<file path="src/rtl/frame_seq_pkg.sv">
package frame_seq_pkg;
  typedef enum logic [1:0] {
    OP_CALL_ABS = 2'd0,
    OP_CALL_REG = 2'd1,
    OP_RET      = 2'd2,
    OP_RSVD     = 2'd3
  } frame_op_e;

  typedef enum logic [2:0] {
    ST_IDLE    = 3'd0,
    ST_PUSH_RA = 3'd1,
    ST_PUSH_FP = 3'd2,
    ST_POP_FP  = 3'd3,
    ST_POP_PC  = 3'd4,
    ST_END     = 3'd5
  } frame_st_e;
endpackage

</file>
<file path="src/rtl/frame_addr_gen.sv">
module frame_addr_gen
  import frame_seq_pkg::*;
#(
  parameter int DW = 32
) (
  input  frame_st_e        st_i,
  input  logic [DW-1:0]    sp_i,
  input  logic [DW-1:0]    fp_i,
  output logic [DW-1:0]    addr_o,
  output logic             sp_ok_o,
  output logic             fp_ok_o
);
  localparam int WB = DW / 8;
  localparam int AB = $clog2(WB);
  localparam logic [DW-1:0] OFF_SLOT = DW'(2 * WB);
  localparam logic [DW-1:0] OFF_SAVE = DW'(3 * WB);
  localparam logic [DW-1:0] OFF_WORD = DW'(WB);

  // addresses come from committed pointers; they move only at the last beat
  always_comb begin
    unique case (st_i)
      ST_PUSH_RA: addr_o = sp_i - OFF_SLOT;
      ST_PUSH_FP: addr_o = sp_i - OFF_SAVE;
      ST_POP_FP:  addr_o = fp_i;
      ST_POP_PC:  addr_o = fp_i + OFF_WORD;
      default:    addr_o = sp_i;
    endcase
  end

  assign sp_ok_o = ~|sp_i[AB-1:0];
  assign fp_ok_o = ~|fp_i[AB-1:0];
endmodule

</file>
<file path="src/rtl/frame_ctrl.sv">
module frame_ctrl
  import frame_seq_pkg::*;
(
  input  logic       clk_i,
  input  logic       rst_ni,
  input  logic       start_i,
  input  frame_op_e  op_i,
  input  logic       ready_i,
  input  logic       sp_ok_i,
  input  logic       fp_ok_i,
  output frame_st_e  st_o,
  output logic       accept_o,
  output logic       req_o,
  output logic       we_o,
  output logic       step_o,
  output logic       done_o,
  output logic       fault_o
);
  frame_st_e st_q, st_d;
  logic      flt_q, flt_d;

  assign accept_o = start_i && (st_q == ST_IDLE);
  assign req_o    = (st_q == ST_PUSH_RA) || (st_q == ST_PUSH_FP) ||
                    (st_q == ST_POP_FP)  || (st_q == ST_POP_PC);
  assign we_o     = (st_q == ST_PUSH_RA) || (st_q == ST_PUSH_FP);
  assign step_o   = req_o && ready_i;
  assign done_o   = (st_q == ST_END);
  assign fault_o  = done_o && flt_q;
  assign st_o     = st_q;

  always_comb begin
    st_d  = st_q;
    flt_d = flt_q;
    unique case (st_q)
      ST_IDLE: begin
        flt_d = 1'b0;
        if (start_i) begin
          unique case (op_i)
            OP_CALL_ABS, OP_CALL_REG: begin
              if (sp_ok_i) st_d = ST_PUSH_RA;
              else begin st_d = ST_END; flt_d = 1'b1; end
            end
            OP_RET: begin
              if (fp_ok_i) st_d = ST_POP_FP;
              else begin st_d = ST_END; flt_d = 1'b1; end
            end
            default: begin st_d = ST_END; flt_d = 1'b1; end
          endcase
        end
      end
      ST_PUSH_RA: if (ready_i) st_d = ST_PUSH_FP;
      ST_PUSH_FP: if (ready_i) st_d = ST_END;
      ST_POP_FP:  if (ready_i) st_d = ST_POP_PC;
      ST_POP_PC:  if (ready_i) st_d = ST_END;
      default: begin st_d = ST_IDLE; flt_d = 1'b0; end
    endcase
  end

  always_ff @(posedge clk_i or negedge rst_ni) begin
    if (!rst_ni) begin
      st_q  <= ST_IDLE;
      flt_q <= 1'b0;
    end else begin
      st_q  <= st_d;
      flt_q <= flt_d;
    end
  end
endmodule

</file>
<file path="src/rtl/frame_seq.sv">
module frame_seq
  import frame_seq_pkg::*;
#(
  parameter int          DW         = 32,
  parameter logic [31:0] SP_INIT    = 32'h0000_0400,
  parameter logic [31:0] FP_INIT    = 32'h0000_0400,
  parameter int          RA_ABS_OFF = 6,
  parameter int          RA_REG_OFF = 2
) (
  input  logic          clk_i,
  input  logic          rst_ni,
  input  logic          start_i,
  input  logic [1:0]    op_i,
  input  logic [DW-1:0] pc_i,
  input  logic [DW-1:0] target_i,
  output logic          busy_o,
  output logic          done_o,
  output logic          fault_o,
  output logic          pc_load_o,
  output logic [DW-1:0] pc_o,
  output logic [DW-1:0] fp_o,
  output logic [DW-1:0] sp_o,
  output logic          mem_req_o,
  output logic          mem_we_o,
  output logic [DW-1:0] mem_addr_o,
  output logic [DW-1:0] mem_wdata_o,
  input  logic [DW-1:0] mem_rdata_i,
  input  logic          mem_ready_i
);
  localparam int WB = DW / 8;
  localparam logic [DW-1:0] FRAME_BYTES = DW'(3 * WB);

  frame_st_e     st;
  logic          accept, step, sp_ok, fp_ok;
  logic [DW-1:0] sp_q, fp_q, pc_q, ra_q, tgt_q, nfp_q;
  logic          pc_load_q;
  frame_op_e     op;

  assign op = frame_op_e'(op_i);

  frame_addr_gen #(.DW(DW)) u_addr (
    .st_i   (st),
    .sp_i   (sp_q),
    .fp_i   (fp_q),
    .addr_o (mem_addr_o),
    .sp_ok_o(sp_ok),
    .fp_ok_o(fp_ok)
  );

  frame_ctrl u_ctrl (
    .clk_i   (clk_i),
    .rst_ni  (rst_ni),
    .start_i (start_i),
    .op_i    (op),
    .ready_i (mem_ready_i),
    .sp_ok_i (sp_ok),
    .fp_ok_i (fp_ok),
    .st_o    (st),
    .accept_o(accept),
    .req_o   (mem_req_o),
    .we_o    (mem_we_o),
    .step_o  (step),
    .done_o  (done_o),
    .fault_o (fault_o)
  );

  always_comb begin
    unique case (st)
      ST_PUSH_RA: mem_wdata_o = ra_q;
      ST_PUSH_FP: mem_wdata_o = fp_q;
      default:    mem_wdata_o = '0;
    endcase
  end

  // operands captured at accept; pointers commit only on the final beat
  always_ff @(posedge clk_i or negedge rst_ni) begin
    if (!rst_ni) begin
      ra_q  <= '0;
      tgt_q <= '0;
      nfp_q <= '0;
    end else begin
      if (accept) begin
        ra_q  <= pc_i + ((op == OP_CALL_ABS) ? DW'(RA_ABS_OFF) : DW'(RA_REG_OFF));
        tgt_q <= target_i;
      end
      if (step && st == ST_POP_FP) nfp_q <= mem_rdata_i;
    end
  end

  always_ff @(posedge clk_i or negedge rst_ni) begin
    if (!rst_ni) begin
      sp_q      <= DW'(SP_INIT);
      fp_q      <= DW'(FP_INIT);
      pc_q      <= '0;
      pc_load_q <= 1'b0;
    end else begin
      pc_load_q <= 1'b0;
      if (step && st == ST_PUSH_FP) begin
        sp_q      <= sp_q - FRAME_BYTES;
        fp_q      <= sp_q - FRAME_BYTES;
        pc_q      <= tgt_q;
        pc_load_q <= 1'b1;
      end else if (step && st == ST_POP_PC) begin
        sp_q      <= fp_q + FRAME_BYTES;
        fp_q      <= nfp_q;
        pc_q      <= mem_rdata_i;
        pc_load_q <= 1'b1;
      end
    end
  end

  assign busy_o    = (st != ST_IDLE);
  assign pc_load_o = pc_load_q;
  assign pc_o      = pc_q;
  assign sp_o      = sp_q;
  assign fp_o      = fp_q;
endmodule

</file>
<file path="config.mk">
export PLATFORM = sky130hd
export DESIGN_NAME = frame_seq
export DESIGN_NICKNAME = d
export VERILOG_FILES = /design/src/rtl/frame_seq_pkg.sv /design/src/rtl/frame_addr_gen.sv /design/src/rtl/frame_ctrl.sv /design/src/rtl/frame_seq.sv
export SDC_FILE = /design/constraint.sdc
export NUM_CORES = 1
export LEC_CHECK = 0
export ABC_AREA = 0
export BUFFER_PORTS_ARGS = -buffer_cell sky130_fd_sc_hd__buf_2
export CAP_MARGIN = 10
export CORE_UTILIZATION = 30
export DETAILED_ROUTE_END_ITERATION = 7
export PLACE_DENSITY = 0.46
export SETUP_SLACK_MARGIN = 0.5
export SYNTH_ARGS = -nofsm -noshare
export SYNTH_HDL_FRONTEND = slang
export SYNTH_SLANG_ARGS = --single-unit
</file>
<file path="constraint.sdc">
create_clock -name clk_i -period 3.3 [get_ports clk_i]
set_input_delay 0.33 -clock clk_i [delete_from_list [all_inputs] [get_ports clk_i]]
set_output_delay 0.33 -clock clk_i [all_outputs]
set_load 0.03 [all_outputs]
</file>
==> reports/qor.yml <==
power:
  vdd.ir_drop.worst_mv: 0.4231
  power_frac_clock: 0.111
  share_seq_of_total_power: 0.239
  cellLeakagePower_uw: 0.007701
  total_switching_power_uw: 10740
  cell_internal_pwr_uw: 9313
  comb_power_share: 0.650
  cellPowerDensity_nw_per_um2: 1141
  power.switching_fraction: 0.5356
worst_setup_path:
  criticalPathCategory: "reg2out"
  cp_max_fo: 3
  startpoint_type: "flip-flop"
  worst_ep_required_time_ns: 2.97
  setup.worst_path.end_class: "output pin"
  worstPathArrival_ns: 2.90
clocking:
  clk_buf_depth: 2
  root_buffer: "sky130_fd_sc_hd__clkbuf_16"
  clkSlewWorstSetupHoldPaths_ns: 0.09
  tritoncts: "done"
  tritoncts_num_sinks: 197
  cts_htree_levels: 4
  clk-insertion-delay-late_ns: 0.46
  clock_buffers_created_by_tritoncts: 17
route:
  wl_per_cell_um: 24.49
  routed_via_density: 5.546
  route.final.wire_length_mm: 60.88
  detail_route.drc_violations: 0
  ant_nets: 0
  drt-pass1-iter-count: 7
  drt_iter0_markers: 1440
  route.vias.total: 13790
yosys:
  syn_inst: 1570
  synth.cell_area_um2: 12480
  flops_latches_synth: 197
  synthDistinctLibCells: 72
  async_reset_ff_frac: 1.000
  sequential_element_share_of_the_synthesized_area: 0.3952
  syn_nets: 1679
  synth-warning-count: 0
  synth_enable_flop_cells: 0
  synth_top_flop_cell: "sky130_fd_sc_hd__dfrtp_1"
  synthesis.area_per_instance_um2: 7.950
layout:
  num_antenna_cells: 0
  fill_cells: 4207
  final_net_count: 2050
  syn_to_final_growth_pct: 40.87
  drive_above_1_share: 0.3777
  utilization_of_the_core_after_routing: 0.4296
sta:
  grt_setup_unrepaired: "yes"
  clock.fmax_mhz: 309.3
  period_minus_slack_ns: 3.233
  hold_violation_total_from_the_final_report: 0
  maxSlewHeadroom: 0.2779
  fin_crit_share: 0.9798
  timing.final.max_slew_violations: 0
  worst_slew_pin_slew_ns: 1.073
  final.hold.worst_slack_ns: 0.05426
  fin_worst_skew_ns: 0.01786
  final.setup.tns_ns: 0
  setup_viol: 0
global_route:
  grt_start_max_net_pins: 86
  grt_pass1_vias: 12890
  overflow: 0
  initial_antenna_violation_count: 0
  grtUsageTotal: 0.2851
  grt_pass1_wl_mm: 88.24
floorplanning:
  rows: 74
  height_of_the_die_um: 206.0
  starting_density: 0.3050
  floorplan.core_area_um2: 40920
  die_area_um2: 42420
  io_pins: 268
  die_width_um: 206.0
run:
  drv.max_cap_violation_count: 0
placement:
  port_buffers: 267
  final_weighted_congestion_in_routability_driven_placement: 1.038
  dp.final_hpwl_mm: 44.62
run_status:
  outcome: "complete, no violations"
worst_hold_path:
  class_of_the_tightest_hold_or_removal_check: "in2reg"
-- power groups by stage --
| stage | Combinational [µW] | Sequential (µW) | Clock, µW |
|---|---|---|---|
| floorplan | 6140 | 5300 | 0 |
| global placement | 11100 | 4760 | 0 |
| detailed placement | 11100 | 4820 | 0 |
| CTS | 12100 | 4760 | 2280 |
| global route | 13800 | 4930 | 2350 |
| finish | 13000 | 4790 | 2220 |
-- cell type report --
class | count | area, µm² | area share
Tap cell | 532 | 665.6 | 0.03786
Clock inverter | 15 | 201.4 | 0.01146
Timing Repair Buffer | 495 | 3406 | 0.1937
Clock buffer | 17 | 425.4 | 0.02420
Inverter | 21 | 92.59 | 0.005266
Multi-Input combinational cell | 1209 | 7829 | 0.4453
Sequential cell | 197 | 4962 | 0.2822
-- worst max-delay path, cell delays in order (launching register included) --
cell,delay (ns)
sky130_fd_sc_hd__dfrtp_2,0.45
sky130_fd_sc_hd__or4_1,0.50
sky130_fd_sc_hd__or4_4,0.51
sky130_fd_sc_hd__or3_1,0.33
sky130_fd_sc_hd__a21oi_2,0.21
sky130_fd_sc_hd__a21oi_2,0.07
sky130_fd_sc_hd__a211oi_4,0.20
sky130_fd_sc_hd__buf_6,0.16
-- state kept, by name, indices dropped and copies added, names as in the netlist --
signal        flops
tgt_q            32
sp_o             32
ra_q             32
pc_load_o         1
u_ctrl.flt_q      1
nfp_q            32
u_ctrl.st_o       3
fp_o             32
pc_o             32
-- cell families (layout without fill, tap and decap cells) --
logic type,count (synthesis),in the layout,share of synthesized area
xor gates and xnor gates,96,96,0.06737
DFF,197,197,0.3952
adders and majority gates,7,7,0.007619
AOI/OAI and AO/OA,396,396,0.2011
and+or+nand+nor,670,670,0.2425
buffers and inverters,164,548,0.05073
muxes,40,40,0.03549
-- routing by layer --
layer / part of all wire / vias up / GRT usage
met5: 0 / - / 0
met4: 0.043 / 0 / 0.1064
met3: 0.083 / 143 / 0.06496
met2: 0.44 / 673 / 0.4344
met1: 0.43 / 6688 / 0.3909
li1: - / 6284 / -
-- Yosys cell counts (all sizes together) (9+ instances only) --
| library cell | number | area share |
|---|---|---|
| o22ai | 11 | 0.0055 |
| nand2b | 11 | 0.0055 |
| xor2 | 49 | 0.034 |
| a22o | 36 | 0.025 |
| inv | 20 | 0.0060 |
| clkbuf | 128 | 0.038 |
| nand2 | 312 | 0.094 |
| nand4 | 31 | 0.016 |
| a31oi | 46 | 0.023 |
| a211oi | 10 | 0.0064 |
| mux2 | 34 | 0.031 |
| or4 | 9 | 0.0060 |
| dfrtp | 195 | 0.39 |
| and3 | 11 | 0.0055 |
| nor4 | 26 | 0.014 |
| a21oi | 94 | 0.038 |
| o21ai | 114 | 0.046 |
| buf | 15 | 0.0059 |
| nor2 | 144 | 0.043 |
| xnor2 | 47 | 0.033 |
| a22oi | 11 | 0.0066 |
| nand3 | 46 | 0.018 |
| nor3 | 36 | 0.015 |
-- placed cells by master (no fill, tap or decap), drive strengths merged, types with 46 or more instances in the layout --
cell type and count:
a21oi 94, a31oi 46, buf 493, dfrtp 195, nand2 312, nand3 46, nor2 144, o21ai 114
xnor2 47, xor2 49
-- what timing repair did --
| item | 4_1_cts | 5_1_grt |
|---|---|---|
| gates resized for setup | 146 | 127 |
| gates cloned | 0 | 1 |
| setup endpoints to repair | 64 | 34 |
| hold buffers | 1 | 0 |
| pin swaps | 34 | 43 |
| endpoints found under the hold margin | 82 | 0 |
| setup buffers | 53 | 41 |
-- through the flow --
stage	instance area (µm²)	cells	total power, µW	setup WS (ns)
after floorplan	12630	1570	11440	0.3776
after global placement	15160	2358	15860	-0.03839
after detailed placement	15160	2358	15900	-0.0002722
after CTS	16780	2444	19120	0.02253
after global routing	17580	2486	21080	0.004603
final	17580	2486	20060	0.06678
-- path summary, 6_finish.rpt --
kind	startpoint	to	slack, ns	depth (start not counted)
max reg2reg	fp_o[2]$_DFFE_PN0P_	sp_o[16]$_DFFE_PN0P_	0.53	7
max	sp_o[17]$_DFFE_PN0P_	mem_addr_o[25]	0.07	7
min reg2reg	tgt_q[26]$_DFFE_PN0P_	tgt_q[26]$_DFFE_PN0P_	0.48	2
max in group asynchronous	rst_ni	fp_o[16]$_DFFE_PN0P_	1.92	3
min in group asynchronous	rst_ni	ra_q[4]$_DFFE_PN0P_	0.48	2
min	target_i[1]	tgt_q[1]$_DFFE_PN0P_	0.05	3
Power figures use the tool's default switching activity.
